--- src/rtl/ser_tx_pkg.sv ---
package ser_tx_pkg;
  // bit period is 8 * prescale clock cycles
  localparam int unsigned OVERSAMPLE_LOG2 = 3;
endpackage

--- src/rtl/ser_tx_bit_timer.sv ---
module ser_tx_bit_timer
  import ser_tx_pkg::*;
#(
  parameter int unsigned PRESCALE_W = 16,
  localparam int unsigned CNT_W = PRESCALE_W + OVERSAMPLE_LOG2
) (
  input  logic                  clk_i,
  input  logic                  rst_ni,
  input  logic [PRESCALE_W-1:0] prescale_i,
  input  logic                  load_i,
  input  logic                  run_i,
  output logic                  tick_o
);
  logic [CNT_W-1:0] cnt_q;
  logic [CNT_W-1:0] period_m1;

  assign period_m1 = {prescale_i, {OVERSAMPLE_LOG2{1'b0}}} - CNT_W'(1);
  assign tick_o    = run_i && (cnt_q == '0);

  always_ff @(posedge clk_i or negedge rst_ni) begin
    if (!rst_ni)                   cnt_q <= '0;
    else if (load_i || tick_o)     cnt_q <= period_m1;
    else if (run_i)                cnt_q <= cnt_q - CNT_W'(1);
  end
endmodule

--- src/rtl/ser_tx_shifter.sv ---
module ser_tx_shifter #(
  parameter int unsigned DATA_WIDTH = 8,
  localparam int unsigned SH_W  = DATA_WIDTH + 1,
  localparam int unsigned IDX_W = $clog2(SH_W + 1)
) (
  input  logic                  clk_i,
  input  logic                  rst_ni,
  input  logic                  load_i,
  input  logic [DATA_WIDTH-1:0] data_i,
  input  logic                  tick_i,
  output logic                  txd_o,
  output logic                  busy_o
);
  logic [SH_W-1:0]  sh_q;
  logic [IDX_W-1:0] left_q;

  always_ff @(posedge clk_i or negedge rst_ni) begin
    if (!rst_ni) begin
      sh_q   <= '1;
      left_q <= '0;
      txd_o  <= 1'b1;
      busy_o <= 1'b0;
    end else if (load_i) begin
      sh_q   <= {1'b1, data_i};   // stop bit sits above data
      left_q <= IDX_W'(SH_W);
      txd_o  <= 1'b0;             // start bit
      busy_o <= 1'b1;
    end else if (tick_i) begin
      if (left_q == '0) begin
        busy_o <= 1'b0;           // stop bit done, line already high
      end else begin
        txd_o  <= sh_q[0];
        sh_q   <= {1'b1, sh_q[SH_W-1:1]};
        left_q <= left_q - IDX_W'(1);
      end
    end
  end


  idle_high_chk: assert property (@(posedge clk_i) disable iff (!rst_ni)
    !busy_o |-> txd_o);

  start_low_chk: assert property (@(posedge clk_i) disable iff (!rst_ni)
    $rose(busy_o) |-> !txd_o);

  stop_high_chk: assert property (@(posedge clk_i) disable iff (!rst_ni)
    $fell(busy_o) |-> $past(txd_o));
endmodule

--- src/rtl/ser_tx.sv ---
module ser_tx #(
  parameter int unsigned DATA_WIDTH = 8,
  parameter int unsigned PRESCALE_W = 16
) (
  input  logic                  clk_i,
  input  logic                  rst_ni,
  input  logic [PRESCALE_W-1:0] prescale_i,
  input  logic [DATA_WIDTH-1:0] tdata_i,
  input  logic                  tvalid_i,
  output logic                  tready_o,
  output logic                  txd_o,
  output logic                  busy_o
);
  logic accept, tick;

  assign tready_o = !busy_o;
  assign accept   = tvalid_i && tready_o;

  ser_tx_bit_timer #(.PRESCALE_W(PRESCALE_W)) timer_i (
    .clk_i, .rst_ni, .prescale_i,
    .load_i (accept),
    .run_i  (busy_o),
    .tick_o (tick)
  );

  ser_tx_shifter #(.DATA_WIDTH(DATA_WIDTH)) shifter_i (
    .clk_i, .rst_ni,
    .load_i (accept),
    .data_i (tdata_i),
    .tick_i (tick),
    .txd_o,
    .busy_o
  );


  accept_stall_chk: assert property (@(posedge clk_i) disable iff (!rst_ni)
    (tvalid_i && tready_o) |=> (busy_o && !tready_o));

  bit_hold_chk: assert property (@(posedge clk_i) disable iff (!rst_ni)
    (busy_o && $past(busy_o) && !$past(tick)) |-> $stable(txd_o));
endmodule

--- config.mk ---
export PLATFORM = sky130hd
export DESIGN_NAME = ser_tx
export DESIGN_NICKNAME = d
export VERILOG_FILES = /design/src/rtl/ser_tx_pkg.sv /design/src/rtl/ser_tx_bit_timer.sv /design/src/rtl/ser_tx_shifter.sv /design/src/rtl/ser_tx.sv
export SDC_FILE = /design/constraint.sdc
export NUM_CORES = 1
export LEC_CHECK = 0
export ABC_CLOCK_PERIOD_IN_PS = 2800
export BUFFER_PORTS_ARGS = -buffer_cell sky130_fd_sc_hd__buf_2
export CAP_MARGIN = 25
export CORE_ASPECT_RATIO = 0.7
export CORE_UTILIZATION = 45
export CTS_BUF_LIST = sky130_fd_sc_hd__clkbuf_8
export CTS_CLUSTER_DIAMETER = 50
export CTS_CLUSTER_SIZE = 16
export DETAILED_ROUTE_END_ITERATION = 10
export GPL_ROUTABILITY_DRIVEN = 0
export PLACE_DENSITY = 0.68
export SETUP_SLACK_MARGIN = 0.05
export SLEW_MARGIN = 20
export SYNTH_ARGS = -nofsm -noshare
export SYNTH_HDL_FRONTEND = slang
export SYNTH_SLANG_ARGS = --single-unit
--- constraint.sdc ---
create_clock -name clk_i -period 2.8 [get_ports clk_i]
set_input_delay 0.14 -clock clk_i [delete_from_list [all_inputs] [get_ports clk_i]]
set_output_delay 0.14 -clock clk_i [all_outputs]
set_load 0.005 [all_outputs]
==> results of run 1 <==
==> through the flow <==
step           hold slack, ns  power (W)  worst slack (ns)  cell area, µm²
2_1_floorplan          -0.156   0.000909             0.803            2290
3_3_place_gp            0.251    0.00102             0.573            2490
3_5_place_dp            0.253    0.00102             0.493            2490
4_1_cts                0.0764    0.00138             0.476            2580
5_1_grt                 0.113    0.00146             0.289            2580
6_report               0.0871    0.00137             0.459            2580
==> cell type report <==
class,instances,area (µm²)
sequential,33,837
inverter,16,60.1
multi-input combinational,204,1330
clock inverter,3,13.8
clock buffer,5,68.8
tap,69,86.3
timing repair buffer,34,185
fill,483,2260
==> how the worst min path moves through the flow <==
stage | slack [ns] | to
after global routing | 0.11 | shifter_i.sh_q[7]
after detailed placement | 0.25 | timer_i.cnt_q[4]
after floorplan | -0.16 | shifter_i.busy_o
final | 0.09 | shifter_i.sh_q[7]
after CTS | 0.08 | shifter_i.sh_q[7]
after global placement | 0.25 | timer_i.cnt_q[4]
==> logic make-up after synthesis <==
logic type,share of synthesized area (%)
buffers and inverters,5.41
AOI/OAI and AO/OA,19.3
muxes,0.929
and+or+nand+nor,29.3
adders and majority gates,2.73
xor gates and xnor gates,5.74
DFF,36.6
==> tightest hold or removal path, cell delays in order <==
cell and delay [ns]:
buf_2 0.09, nor2_1 0.09, a31oi_1 0.05
==> report_power, final <==
part | internal (W) | switching, W | leakage, nW
registers | 0.000588 | 0.000135 | 0.363
clock network | 0.000169 | 0.000178 | 0.0491
logic | 0.000142 | 0.000155 | 0.612
total | 0.000899 | 0.000468 | 1.02
==> layer usage <==
layer,share of wire (%),global-route usage (%)
met1,51,34.3
met2,40,31.5
met3,6.9,6.03
met4,1.1,5.62
met5,0,0
==> cells in the mapped netlist (5+ instances only) <==
cell type	number	area, µm²
nor2_1	35	131
dfrtp_1	24	601
inv_1	16	60.1
nand2_1	16	60.1
a21oi_1	15	75.1
nand3_1	15	75.1
nor3_1	11	55.1
o22ai_1	11	68.8
o21ai_0	10	50.1
dfstp_2	9	236
or3_1	8	50.1
xnor2_1	8	70.1
xor2_1	7	61.3
ha_1	5	62.6
nor4_1	5	31.3
==> sequential cells by signal, summed over array words and instances (netlist names) <==
| register | flops |
|---|---|
| shifter_i.left_q | 4 |
| shifter_i.busy_o | 1 |
| shifter_i.txd_o | 1 |
| shifter_i.sh_q | 8 |
| timer_i.cnt_q | 19 |
==> what timing repair did <==
action	4_1_cts	5_1_grt
endpoints found under the setup margin	0	0
endpoints found under the hold margin	24	0
hold buffers	1	0
==> reports/results.ini, run 1 <==
[setup_path]
cp-end-kind = register
worst_ep_arrival_time_ns = 2.51
crit_family = simple AND/OR/NAND/NOR gates
crit_buf_inv = 1
r2r_setup_slack_ns = 0.46
max_stage_delay_ns = 0.44
start_kind = register
cp_max_fo = 8
path_cells = inv_1, ha_1, nor4b_1, and3_1, a31oi_4, and3_1, or3_1
r2r-end = timer_i.cnt_q[17]
r2r_cells = 7
worst-setup-path-type = register to register
critPathSlowestCell = dfrtp_1
reg2reg_from = timer_i.cnt_q[0]
cp_common_cell = and3_1
crit_path_end = timer_i.cnt_q[17]
worstSetupStartpoint = timer_i.cnt_q[0]
cp.required_ns = 2.97
worst-path-stages = 7

[clock_network]
h-tree-depth = 2
cts_resized = 0
insertion_delay_ns = 0.29
clockBufferDepth = 2
clkSinkCount = 33
cts_buffers = 5
cts.clk_slew.worst_paths_ns = 0.07
tritoncts = built
post_cts_buffers = 0
cts_root_buffer = clkbuf_8

[worst_hold_path]
hp-class = input port to register
hold_path_depth = 3
hp-start = tdata_i[7]

[final_layout]
layout.nets = 326
drive_above_1_share_pct = 23.1
final_common_cell = nor2_1
fin_util_pct = 53.3
layout_common_cells = nor2_1, buf_2, dfrtp_1
antenna_cells = 0
finalNonFillerCells = 364
syn2layout_area_growth_pct = 12.7

[power_and_ir_drop]
power.density_mw_per_mm2 = 530
peakVddDrop_mv = 0.202
p_leak_nw = 1.02

[global_route]
grt_pass1_vias = 1736
grt_overflow = 0
grtUsageTotal_pct = 22.6
grt_pass1_wl_um = 8820
grt_max_degree = 34
antenna_found_initial = 0

[job]
maxCapViolCount = 0

[timing]
rsz0062_at_grt = false
setup_violations = 0
worstMarginPinSlew_ns = 0.738
fin_worst_skew_ns = 0.00639
hold_viol = 0
final_max_slew_viol_count = 0
final.period_utilization_pct = 83.6
maxSlewHeadroom_pct = 50.8
setup-tns-final_ns = 0
max_freq_ghz = 0.427
fin_crit_ns = 2.34

[route]
drtIter0Drc = 167
drc = 0
wl_per_cell_um = 15.3
first_pass_iters = 4
routed_wl_um = 5560
ant_nets = 0
drt-vias-per-instance = 5.73
num_vias = 2086

[status]
status = finished, final reports clean

[die]
core_area_mm2 = 0.00483
dieArea_mm2 = 0.00538
start_util_pct = 47.3
pin_count = 30
die_w_um = 87.2
die_h_um = 61.7
row_count = 21

[logic_synthesis]
synth_edf_count = 0
yosys_warnings = 0
yosysSeqAreaShare_pct = 36.6
syn_nets = 294
ys_seq_elements = 33
avgSynthCellArea_um2 = 8.73
syn-cell-area_mm2 = 0.00229
synth_cells = 262
synthFlopType = dfrtp_1
ys_types = 58
async_reset_ff_share_pct = 100

[place]
io_buffers = 29
hpwl_um = 4180
place_inst = 355

Power figures use the tool's default switching activity.
==> run 2: changes to the inputs <==
- ABC_AREA: not set -> 1
- ABC_CLOCK_PERIOD_IN_PS: 2800 -> 2400
- PLACE_DENSITY: 0.68 -> 0.67
- clock period: 2.8 -> 2.4 ns (I/O delays scaled with it)
==> reports/results.ini, run 2 <==
[global_route]
grt.busiest_layer = met1  ; unchanged
antenna_found_initial = 0  ; unchanged
grtUsageMet3_pct = 3.99  ; was 6.03%
met1_usage_pct = 33.4  ; was 34.3%
grt_overflow = 0  ; unchanged
grt_max_degree = 34  ; unchanged
grtUsageTotal_pct = 22.2  ; was 22.6%
grt_pass1_vias = 2135  ; was 1736
grt_pass1_wl_um = 9990  ; was 8820 µm
use_met2_pct = 32.0  ; was 31.5%

[timing]
hold_viol = 0  ; unchanged
max_freq_ghz = 0.561  ; was 0.427 GHz
whs_ns = 0.0579  ; was 0.0871 ns
worstMarginPinSlew_ns = 0.757  ; was 0.738 ns
rsz0062_at_grt = false  ; unchanged
fin_crit_ns = 1.78  ; was 2.34 ns
final_max_slew_viol_count = 0  ; unchanged
final.period_utilization_pct = 74.3  ; was 83.6%
setup_violations = 0  ; unchanged
fin_worst_skew_ns = 0.00756  ; was 0.00639 ns
setup-tns-final_ns = 0  ; unchanged
maxSlewHeadroom_pct = 49.6  ; was 50.8%

[worst_hold_path]
whs_endpoint = shifter_i.sh_q[4]  ; was shifter_i.sh_q[7]
hold_path_depth = 3  ; unchanged
hp-start = tdata_i[4]  ; was tdata_i[7]
hp-class = input port to register  ; unchanged

[logic_synthesis]
synth_most_common_cell = nand2_1  ; was nor2_1
synth_compound_area_share_pct = 5.08  ; was 19.3%
yosys_warnings = 0  ; unchanged
async_reset_ff_share_pct = 100  ; unchanged
synth_top_family_by_area = simple AND/OR/NAND/NOR gates  ; unchanged
avgSynthCellArea_um2 = 6.53  ; was 8.73 µm²
synth_cells = 373  ; was 262
synthAdderAreaFrac_pct = 2.57  ; was 2.73%
synth.area.top_cells = dfrtp_1, nand2_1, dfstp_2  ; was dfrtp_1, dfstp_2, nor2_1
ys_seq_elements = 33  ; unchanged
yosysTopAreaCell = dfrtp_1  ; unchanged
yosysTopAreaCellShare_pct = 24.6  ; was 26.2%
syn_nets = 405  ; was 294
synth_common_cells = nand2_1, nor2_1, nand3_1  ; was nor2_1, dfrtp_1, inv_1, nand2_1
synthFlopType = dfrtp_1  ; unchanged
synth_edf_count = 0  ; unchanged
yosysSeqAreaShare_pct = 34.3  ; was 36.6%
syn-cell-area_mm2 = 0.00244  ; was 0.00229 mm²
ys_types = 28  ; was 58
synthMuxAreaShare_pct = 0  ; was 0.929%
synth_xor_area_share_pct = 3.95  ; was 5.74%
synth-simple-area-share_pct = 45.9  ; was 29.3%

[route]
drtIter0Drc = 109  ; was 167
ant_nets = 0  ; unchanged
wl_per_cell_um = 11.8  ; was 15.3 µm
routed_wl_um = 5640  ; was 5560 µm
drc = 0  ; unchanged
num_vias = 2307  ; was 2086
first_pass_iters = 4  ; unchanged
drt-vias-per-instance = 4.83  ; was 5.73

[final_layout]
layout_common_cells = nand2_1, nor2_1, nand3_1  ; was nor2_1, buf_2, dfrtp_1
syn2layout_area_growth_pct = 11.9  ; was 12.7%
drive_above_1_share_pct = 14.3  ; was 23.1%
final_common_cell = nand2_1  ; was nor2_1
antenna_cells = 0  ; unchanged
reg.largest.list = timer_i.cnt_q (19), shifter_i.sh_q (8), shifter_i.left_q (4)  ; unchanged
largest_reg_flops = 19  ; unchanged
layout.nets = 437  ; was 326
regMostFlops = timer_i.cnt_q  ; unchanged

[job]
maxCapViolCount = 0  ; unchanged

[place]
io_buffers = 29  ; unchanged
hpwl_um = 4240  ; was 4180 µm

[setup_path]
cp-end-kind = register  ; unchanged
r2r_setup_slack_ns = 0.62  ; was 0.46 ns
cp.required_ns = 2.58  ; was 2.97 ns
reg2reg_from = timer_i.cnt_q[0]  ; unchanged
r2r_cells = 11  ; was 7
r2r-end = timer_i.cnt_q[9]  ; was timer_i.cnt_q[17]
start_kind = register  ; unchanged
worst_ep_arrival_time_ns = 1.96  ; was 2.51 ns
worst-setup-path-type = register to register  ; unchanged
cp_max_fo = 27  ; was 8

[clock_network]
cts.clk_slew.worst_paths_ns = 0.07  ; about the same
post_cts_buffers = 0  ; unchanged
cts_buffers = 5  ; unchanged
h-tree-depth = 2  ; unchanged
clockBufferDepth = 2  ; unchanged
cts_root_buffer = clkbuf_8  ; unchanged
cts_resized = 0  ; unchanged
clkSinkCount = 33  ; unchanged
ctsHoldBuffers = 1  ; unchanged
tritoncts = built  ; unchanged
insertion_delay_ns = 0.29  ; about the same

[die]
core_area_mm2 = 0.00523  ; was 0.00483 mm²
die_h_um = 63.6  ; was 61.7 µm
row_count = 22  ; was 21
pin_count = 30  ; unchanged
dieArea_mm2 = 0.00572  ; was 0.00538 mm²
start_util_pct = 46.6  ; was 47.3%
die_w_um = 90.0  ; was 87.2 µm

[status]
status = finished, final reports clean  ; unchanged

[power_and_ir_drop]
peakVddDrop_mv = 0.569  ; was 0.202 mV
power.density_mw_per_mm2 = 740  ; was 530 mW/mm²
p_total_w = 0.00202  ; was 0.00137 W
p_leak_nw = 1.39  ; was 1.02 nW

==> run 2: cell count changes after synthesis, moves of 6 or more <==
cell / delta
nand2_1: +118
o22ai_1: -11
o21ai_0: +8
inv_1: +21
nor3_1: -11
nand3_1: +30
a21oi_1: -14
nand4_1: +6
or3_1: -8
nor2_1: +19
==> run 2: cell families after synthesis <==
logic type,Yosys count
AOI/OAI and AO/OA,23
adders and majority gates,5
buffers and inverters,45
DFF,33
and+or+nand+nor,256
xor gates and xnor gates,11
==> run 2: how the worst max path moves through the flow <==
stage / startpoint / end / cells after the start
3_3_place_gp: timer_i.cnt_q[0] / shifter_i.left_q[1] / 9
2_1_floorplan: timer_i.cnt_q[0] / timer_i.cnt_q[16] / 10
3_5_place_dp: timer_i.cnt_q[0] / timer_i.cnt_q[9] / 11
5_1_grt: timer_i.cnt_q[0] / shifter_i.left_q[1] / 9
4_1_cts: timer_i.cnt_q[0] / timer_i.cnt_q[9] / 11
6_report: timer_i.cnt_q[0] / timer_i.cnt_q[9] / 11
==> run 2: per-stage QoR <==
step                      worst slack, ns  util [%]  instance area [µm²]  instances
after floorplan                     0.877         -                 2440        373
after global placement              0.670      50.2                 2630        469
after detailed placement            0.638      50.2                 2630        469
after CTS                           0.630      52.2                 2730        478
after global routing                0.449      52.2                 2730        478
final                               0.617      52.2                 2730        478
==> run 2: worst max-delay path, stage by stage (launching register included) <==
cell and delay (ns):
dfrtp_1 0.36, inv_1 0.14, ha_1 0.17, nand3_1 0.08, nor2_2 0.17, nand3_4 0.17
nand2_8 0.19, inv_2 0.13, nand2_1 0.08, nand2_1 0.05, nand2_1 0.09, nand2_1 0.05
==> run 2: power breakdown <==
part | switching [W] | leakage (nW) | internal (W) | total (W)
clock | 0.000201 | 0.0538 | 0.000225 | 0.000426
combinational | 0.000437 | 0.951 | 0.000264 | 0.000700
sequential | 0.000174 | 0.382 | 0.000717 | 0.000891
total | 0.000812 | 1.39 | 0.00121 | 0.00202
==> run 2: final cells by class <==
| cell class | instances | area, µm² |
|---|---|---|
| fillers | 535 | 2500 |
| flip-flops and latches | 33 | 837 |
| clock inverters | 2 | 7.51 |
| repair buffers | 31 | 163 |
| inverters | 39 | 146 |
| clock buffers | 6 | 82.6 |
| well taps | 72 | 90.1 |
| multi-input cells | 295 | 1400 |
==> run 2: routing by layer <==
| metal | vias to the layer above | wire, µm |
|---|---|---|
| met4 | 0 | 45 |
| met5 | - | 0 |
| met3 | 5 | 286 |
| li1 | 1239 | - |
| met1 | 1024 | 3120 |
| met2 | 39 | 2190 |
